**config.mk**
```make
export PLATFORM = sky130hd
export DESIGN_NAME = rsp_buf_map
export DESIGN_NICKNAME = d
export VERILOG_FILES = /design/src/rtl/rbm_pkg.sv /design/src/rtl/rbm_field_eval.sv /design/src/rtl/rbm_scan_ctrl.sv /design/src/rtl/rsp_buf_map.sv
export SDC_FILE = /design/constraint.sdc
export NUM_CORES = 1
export LEC_CHECK = 0
export ABC_CLOCK_PERIOD_IN_PS = 2900
export CORE_ASPECT_RATIO = 0.7
export CORE_MARGIN = 3
export CORE_UTILIZATION = 48
export CTS_CLUSTER_SIZE = 20
export DETAILED_ROUTE_END_ITERATION = 12
export PLACE_DENSITY = 0.76
export SKIP_CTS_REPAIR_TIMING = 1
export SYNTH_ARGS = -nofsm -noshare
export SYNTH_HDL_FRONTEND = slang
export SYNTH_HIERARCHICAL = 1
export SYNTH_SLANG_ARGS = --single-unit
```
**constraint.sdc**
```tcl
create_clock -name clk_i -period 2.9 [get_ports clk_i]
set_input_delay 0.58 -clock clk_i [delete_from_list [all_inputs] [get_ports clk_i]]
set_output_delay 0.58 -clock clk_i [all_outputs]
set_load 0.02 [all_outputs]
```
**src/rtl/rbm_pkg.sv**
```systemverilog
package rbm_pkg;
  localparam int RBM_FLD_W   = 4;
  localparam int RBM_NUM_FLD = 8;

  typedef enum logic [1:0] {
    OP_CNT_VALID = 2'd0,
    OP_CNT_FREE  = 2'd1,
    OP_ALLOC     = 2'd2,
    OP_FREE      = 2'd3
  } rbm_op_e;

  function automatic logic op_changes(rbm_op_e op);
    return (op == OP_ALLOC) || (op == OP_FREE);
  endfunction
endpackage

```
**src/rtl/rbm_field_eval.sv**
```systemverilog
module rbm_field_eval
  import rbm_pkg::*;
#(
  parameter int FLD_W = RBM_FLD_W
) (
  input  rbm_op_e          op_i,
  input  logic [FLD_W-1:0] fld_i,
  input  logic [FLD_W-1:0] code_i,
  input  logic             room_i,
  output logic             hit_o,
  output logic [FLD_W-1:0] fld_o
);
  localparam logic [FLD_W-1:0] EN_BIT = FLD_W'(1) << (FLD_W - 1);

  logic en, match;
  assign en    = fld_i[FLD_W-1];
  assign match = (fld_i == code_i);

  always_comb begin
    hit_o = 1'b0;
    fld_o = fld_i;
    unique case (op_i)
      OP_CNT_VALID: hit_o = match;
      OP_CNT_FREE:  hit_o = !en;
      OP_ALLOC: begin
        hit_o = !en && room_i;
        if (hit_o) fld_o = code_i;
      end
      OP_FREE: begin
        hit_o = match && room_i;
        // only the enable bit is dropped
        if (hit_o) fld_o = fld_i & ~EN_BIT;
      end
      default: hit_o = 1'b0;
    endcase
  end
endmodule

```
**src/rtl/rbm_scan_ctrl.sv**
```systemverilog
module rbm_scan_ctrl #(
  parameter  int NUM_FLD = 8,
  localparam int IDX_W   = $clog2(NUM_FLD)
) (
  input  logic             clk_i,
  input  logic             rst_ni,
  input  logic             start_i,
  output logic             busy_o,
  output logic             last_o,
  output logic [IDX_W-1:0] idx_o,
  output logic             done_o
);
  logic             busy_q, done_q;
  logic [IDX_W-1:0] idx_q;

  assign busy_o = busy_q;
  assign idx_o  = idx_q;
  assign done_o = done_q;
  assign last_o = busy_q && (idx_q == IDX_W'(NUM_FLD - 1));

  always_ff @(posedge clk_i or negedge rst_ni) begin
    if (!rst_ni) begin
      busy_q <= 1'b0;
      idx_q  <= '0;
      done_q <= 1'b0;
    end else begin
      done_q <= last_o;
      if (!busy_q) begin
        if (start_i) begin
          busy_q <= 1'b1;
          idx_q  <= '0;
        end
      end else begin
        idx_q <= idx_q + 1'b1;
        if (last_o) busy_q <= 1'b0;
      end
    end
  end


  idx_step_chk: assert property (@(posedge clk_i) disable iff (!rst_ni)
    busy_o && !last_o |=> busy_o && (idx_o == IDX_W'($past(idx_o) + 1'b1)));

  done_pulse_chk: assert property (@(posedge clk_i) disable iff (!rst_ni)
    done_o |=> !done_o);

  start_idx_chk: assert property (@(posedge clk_i) disable iff (!rst_ni)
    start_i && !busy_o |=> busy_o && (idx_o == '0));

  done_after_busy_chk: assert property (@(posedge clk_i) disable iff (!rst_ni)
    $rose(done_o) |-> $fell(busy_o));
endmodule

```
**src/rtl/rsp_buf_map.sv**
```systemverilog
module rsp_buf_map
  import rbm_pkg::*;
#(
  parameter  int FLD_W    = RBM_FLD_W,
  parameter  int NUM_FLD  = RBM_NUM_FLD,
  parameter  int SLOT_W   = 3,
  parameter  int VC_W     = 3,
  parameter  int QTY_W    = 4,
  parameter  int MAX_SLOT = 3,
  parameter  int MAX_VC   = 3,
  localparam int REG_W    = FLD_W * NUM_FLD,
  localparam int IDX_W    = $clog2(NUM_FLD),
  localparam int CNT_W    = $clog2(NUM_FLD + 1),
  localparam int NBUF     = 2 * NUM_FLD,
  localparam int VCB      = FLD_W - 2
) (
  input  logic              clk_i,
  input  logic              rst_ni,
  input  logic              cmd_valid_i,
  input  logic [1:0]        cmd_op_i,
  input  logic [SLOT_W-1:0] cmd_slot_i,
  input  logic [VC_W-1:0]   cmd_vc_i,
  input  logic [QTY_W-1:0]  cmd_qty_i,
  output logic              busy_o,
  output logic              done_o,
  output logic              reject_o,
  output logic              short_o,
  output logic [CNT_W-1:0]  result_cnt_o,
  output logic [NUM_FLD-1:0] freed_mask_o,
  output logic [NBUF-1:0]   freed_bufs_o,
  output logic [REG_W-1:0]  map_even_o,
  output logic [REG_W-1:0]  map_odd_o
);
  localparam logic [REG_W-1:0] KEEP_MASK = {NUM_FLD{{1'b0, {(FLD_W-1){1'b1}}}}};

  logic [REG_W-1:0]  map_q [2];
  rbm_op_e           op_q;
  logic [SLOT_W-1:0] slot_q;
  logic [VC_W-1:0]   vc_q;
  logic [QTY_W-1:0]  qty_q, rem_q, rem_nxt;
  logic [CNT_W-1:0]  cnt_q;
  logic [NUM_FLD-1:0] mask_q;
  logic [REG_W-1:0]  work_q, work_nxt;
  logic              short_q, rej_q;

  logic             cmd_ok, start, busy, last, step;
  logic [IDX_W-1:0] idx;
  logic [FLD_W-1:0] code, cur_fld, new_fld;
  logic             hit, chg;

  assign cmd_ok = (cmd_slot_i <= SLOT_W'(MAX_SLOT)) && (cmd_vc_i <= VC_W'(MAX_VC));
  assign start  = cmd_valid_i && !busy && cmd_ok;
  assign step   = busy;

  rbm_scan_ctrl #(.NUM_FLD(NUM_FLD)) i_ctrl (
    .clk_i   (clk_i),
    .rst_ni  (rst_ni),
    .start_i (start),
    .busy_o  (busy),
    .last_o  (last),
    .idx_o   (idx),
    .done_o  (done_o)
  );

  assign code    = {1'b1, vc_q[VCB-1:0], slot_q[1]};
  assign cur_fld = work_q[idx*FLD_W +: FLD_W];
  assign chg     = op_changes(op_q);

  rbm_field_eval #(.FLD_W(FLD_W)) i_eval (
    .op_i   (op_q),
    .fld_i  (cur_fld),
    .code_i (code),
    .room_i (rem_q != '0),
    .hit_o  (hit),
    .fld_o  (new_fld)
  );

  always_comb begin
    work_nxt = work_q;
    work_nxt[idx*FLD_W +: FLD_W] = new_fld;
  end

  assign rem_nxt = (hit && chg) ? rem_q - 1'b1 : rem_q;

  always_ff @(posedge clk_i or negedge rst_ni) begin
    if (!rst_ni) begin
      op_q    <= OP_CNT_VALID;
      slot_q  <= '0;
      vc_q    <= '0;
      qty_q   <= '0;
      rem_q   <= '0;
      cnt_q   <= '0;
      mask_q  <= '0;
      work_q  <= '0;
      short_q <= 1'b0;
      rej_q   <= 1'b0;
    end else begin
      rej_q <= cmd_valid_i && !busy && !cmd_ok;
      if (start) begin
        op_q    <= rbm_op_e'(cmd_op_i);
        slot_q  <= cmd_slot_i;
        vc_q    <= cmd_vc_i;
        qty_q   <= cmd_qty_i;
        rem_q   <= cmd_qty_i;
        cnt_q   <= '0;
        mask_q  <= '0;
        work_q  <= cmd_slot_i[0] ? map_q[1] : map_q[0];
        short_q <= 1'b0;
      end else if (step) begin
        work_q <= work_nxt;
        rem_q  <= rem_nxt;
        if (hit) cnt_q <= cnt_q + 1'b1;
        if (hit && chg) mask_q[idx] <= 1'b1;
        short_q <= last && chg && (rem_nxt != '0);
      end else begin
        short_q <= 1'b0;
      end
    end
  end

  // bank write-back, once per scan
  for (genvar b = 0; b < 2; b++) begin : g_bank
    always_ff @(posedge clk_i or negedge rst_ni) begin
      if (!rst_ni)                         map_q[b] <= '0;
      else if (last && (slot_q[0] == b[0])) map_q[b] <= work_nxt;
    end
  end

  for (genvar i = 0; i < NUM_FLD; i++) begin : g_bufnum
    assign freed_bufs_o[2*i]   = mask_q[i] && !slot_q[0] && (op_q == OP_FREE);
    assign freed_bufs_o[2*i+1] = mask_q[i] &&  slot_q[0] && (op_q == OP_FREE);
  end

  assign busy_o       = busy;
  assign reject_o     = rej_q;
  assign short_o      = short_q;
  assign result_cnt_o = cnt_q;
  assign freed_mask_o = (op_q == OP_FREE) ? mask_q : '0;
  assign map_even_o   = map_q[0];
  assign map_odd_o    = map_q[1];


  map_hold_chk: assert property (@(posedge clk_i) disable iff (!rst_ni)
    busy_o |-> $stable(map_q[0]) && $stable(map_q[1]));

  reject_clean_chk: assert property (@(posedge clk_i) disable iff (!rst_ni)
    reject_o |-> !busy_o && !done_o && $stable(map_q[0]) && $stable(map_q[1]));

  short_done_chk: assert property (@(posedge clk_i) disable iff (!rst_ni)
    short_o |-> done_o && op_changes(op_q));

  qty_bound_chk: assert property (@(posedge clk_i) disable iff (!rst_ni)
    done_o && op_changes(op_q) |-> (QTY_W'(result_cnt_o) <= qty_q));

  mask_count_chk: assert property (@(posedge clk_i) disable iff (!rst_ni)
    done_o && (op_q == OP_FREE) |-> ($countones(freed_mask_o) == int'(result_cnt_o)));

  free_keep_chk: assert property (@(posedge clk_i) disable iff (!rst_ni)
    done_o && (op_q == OP_FREE) |->
      ((map_q[slot_q[0]] & KEEP_MASK) == ($past(map_q[slot_q[0]]) & KEEP_MASK)));

  reset_idle_chk: assert property (@(posedge clk_i)
    !rst_ni |-> !busy_o && !done_o && !reject_o && !short_o);
endmodule

```
==> results.ini <==
[outcome]
outcome = finished clean

[logic_synthesis]
synth.ff_latch_count = 125
async_flop_share = 1.00
synth_area_um2 = 6470
synth_edf_count = 0
syn_inst = 663
synth_cell_type_count = 57
avgSynthCellArea_um2 = 9.76
synth_top_area_frac = 0.484
synth.area.top_cells = dfrtp_1, mux2i_1, nand2_1, nor2_1, a21oi_1
synth_ff_type = dfrtp_1
ys_warn_count = 6
yosysSeqAreaShare = 0.484
yosysTopAreaCell = dfrtp_1

[sta]
hold_violations = 0
drv_slew = 0
setup_slack_ns = 0.108
worst_pin_slew_ns = 0.740
fmax_ghz = 0.358
timing.slew.headroom = 0.507
whs_ns = 0.197
period_share = 0.963
fin_skew_ns = 0.00910
period_needed_ns = 2.79
finalSetupViolCount = 0

[drt]
met3WireLength_um = 1790
met2WireLength_um = 8660
wl_um = 20200
drc_errors = 0
wl_met1_um = 9450
final_antenna_net_count = 0
via_per_inst = 5.97
vias = 5847
first_pass_iters = 5
highest-signal-layer = met4
drt_iter0_drc = 693
wl_per_cell_um = 20.7

[place]
place_congestion = 0.922
io_buffers = 110
hpwl_um = 14600
pre_cts_ws_ns = -0.0903
postPlaceCellArea_um2 = 7940
placed_cells = 947

[pwr]
clockPowerShare = 0.201
p_sw_mw = 4.75
swShare = 0.435
pwr-share-comb = 0.505
vdd_drop_max_mv = 0.711
pwr-share-seq = 0.294
internal_power_mw = 6.17
power.density_nw_per_um2 = 1270
p_leak_nw = 3.78

[final_layout]
final_area_um2 = 8610
final_cell_mix = dfrtp_1, clkdlybuf4s50_1, nand2_1
num_antenna_cells = 0
seq_area_um2 = 3130
fin_cells = 979
area_delta_synth_final_pct = 33.1
fillCellCount = 958
multi_input_area_um2 = 3170
layout_commonest_cell = dfrtp_1
final_nets = 812
layout-drive-gt1-share = 0.146

[clock_tree]
clock_latency_ns = 0.41
clock-sinks = 125
clk_pin_slew_ns = 0.06
cts_buffer_depth = 2
clock-root-buffer = clkbuf_16
cts_htree_levels = 4
cts_made_buffers = 17
cts_tree = yes

[worst_setup_path]
worst-r2r-cell-count = 10
critPathLaunch = i_ctrl/idx_o[2]
critPathMaxFanout = 7
crit_path_end = work_q[14]
timing.rr.start = i_ctrl/idx_o[2]
worstReg2RegEnd = work_q[14]
crit_path_end_kind = register
r2r_slack_ns = 0.11
critPathKind = reg -> reg
start_kind = register
worst_ep_required_time_ns = 3.15
critPathArrivalTime_ns = 3.05

[global_routing]
grt_antenna_before_repair = 0
gr-total-overflow = 0
grt_pass1_wl_um = 31800
grt_max_degree = 65
grt_usage = 0.278
grt_pass1_vias = 5711

[flow_run]
drv_cap = 0

[die]
initial_core_util = 0.505
coreArea_um2 = 12800
dieArea_um2 = 14900
chipWidth_um = 145
boundaryPins = 111
die_h_um = 103
num_rows = 34

[worst_hold_path]
hp-class = in -> async

==> sequential cells by signal, indices dropped and copies added (netlist names), 2 cells and up <==
signal and flops:
slot_q 2, op_q 2, rem_q 4, work_q 32, i_ctrl/idx_o 3, result_cnt_o 4
mask_q 8, map_even_o 32, vc_q 2, map_odd_o 32
==> synthesized netlist by cell type (all sizes together), types with 14 or more instances <==
cell type,count
a21oi,45
a22oi,28
and2,14
and3,19
buf,18
clkbuf,28
dfrtp,125
mux2i,44
nand2,92
nand3,17
nor2,63
o21ai,41
o221ai,23
==> layout make-up <==
type,count,area share
Inverter,11,0.00479
Clock inverter,14,0.0193
Sequential cell,125,0.364
Multi-Input combinational cell,482,0.368
Timing Repair Buffer,149,0.167
Clock buffer,18,0.0510
Tap cell,180,0.0262
==> cell families after synthesis <==
logic type      Yosys count  share of synthesized area
fa+ha+maj                11                     0.0213
compound gates          163                      0.168
simple gates            240                      0.180
other cells               1                   0.000580
buf+inv                  57                     0.0369
flops                   125                      0.484
xor+xnor                 10                     0.0135
mux                      56                     0.0959
==> layer usage <==
metal | vias to the layer above | track usage
met3 | 37 | 0.0556
met4 | 0 | 0.0746
li1 | 2643 | -
met1 | 2865 | 0.430
met2 | 302 | 0.396
met5 | - | 0
==> through the flow <==
stage / power (mW) / util / TNS, ns
after CTS: 10.8 / 0.667 / -0.575
final: 10.9 / 0.673 / 0
after detailed placement: 8.53 / 0.620 / -0.378
after global routing: 11.5 / 0.673 / -0.0576
after floorplan: 6.14 / - / 0
after global placement: 8.34 / 0.620 / -0.0432
==> power groups by stage <==
| stage | Sequential [mW] | Clock, mW | Combinational (mW) |
|---|---|---|---|
| after floorplan | 3.51 | 0 | 2.62 |
| after global placement | 3.14 | 0 | 5.20 |
| after detailed placement | 3.19 | 0 | 5.34 |
| after CTS | 3.18 | 2.21 | 5.38 |
| after global routing | 3.30 | 2.28 | 5.93 |
| final | 3.21 | 2.19 | 5.51 |
==> worst min-delay path by stage <==
stage | from | to | slack [ns] | depth (start not counted)
floorplan | rst_ni | i_ctrl/busy_o | 0.28 | 0
global placement | map_even_o[3] | map_even_o[3] | 0.48 | 2
detailed placement | map_even_o[4] | map_even_o[4] | 0.49 | 2
CTS | rst_ni | reject_o | 0.21 | 1
global route | rst_ni | map_even_o[1] | 0.24 | 1
finish | rst_ni | map_even_o[0] | 0.20 | 1
==> worst max-delay path: stages, from the launching register on <==
cell	delay [ns]
dfrtp_2	0.42
buf_4	0.14
mux4_2	0.48
nand2_1	0.08
nand2_1	0.11
nor3_4	0.24
mux2_2	0.39
nor2b_1	0.13
buf_4	0.20
a22oi_2	0.26
o221ai_1	0.18
Note: power is estimated with default switching activity, not from simulation.
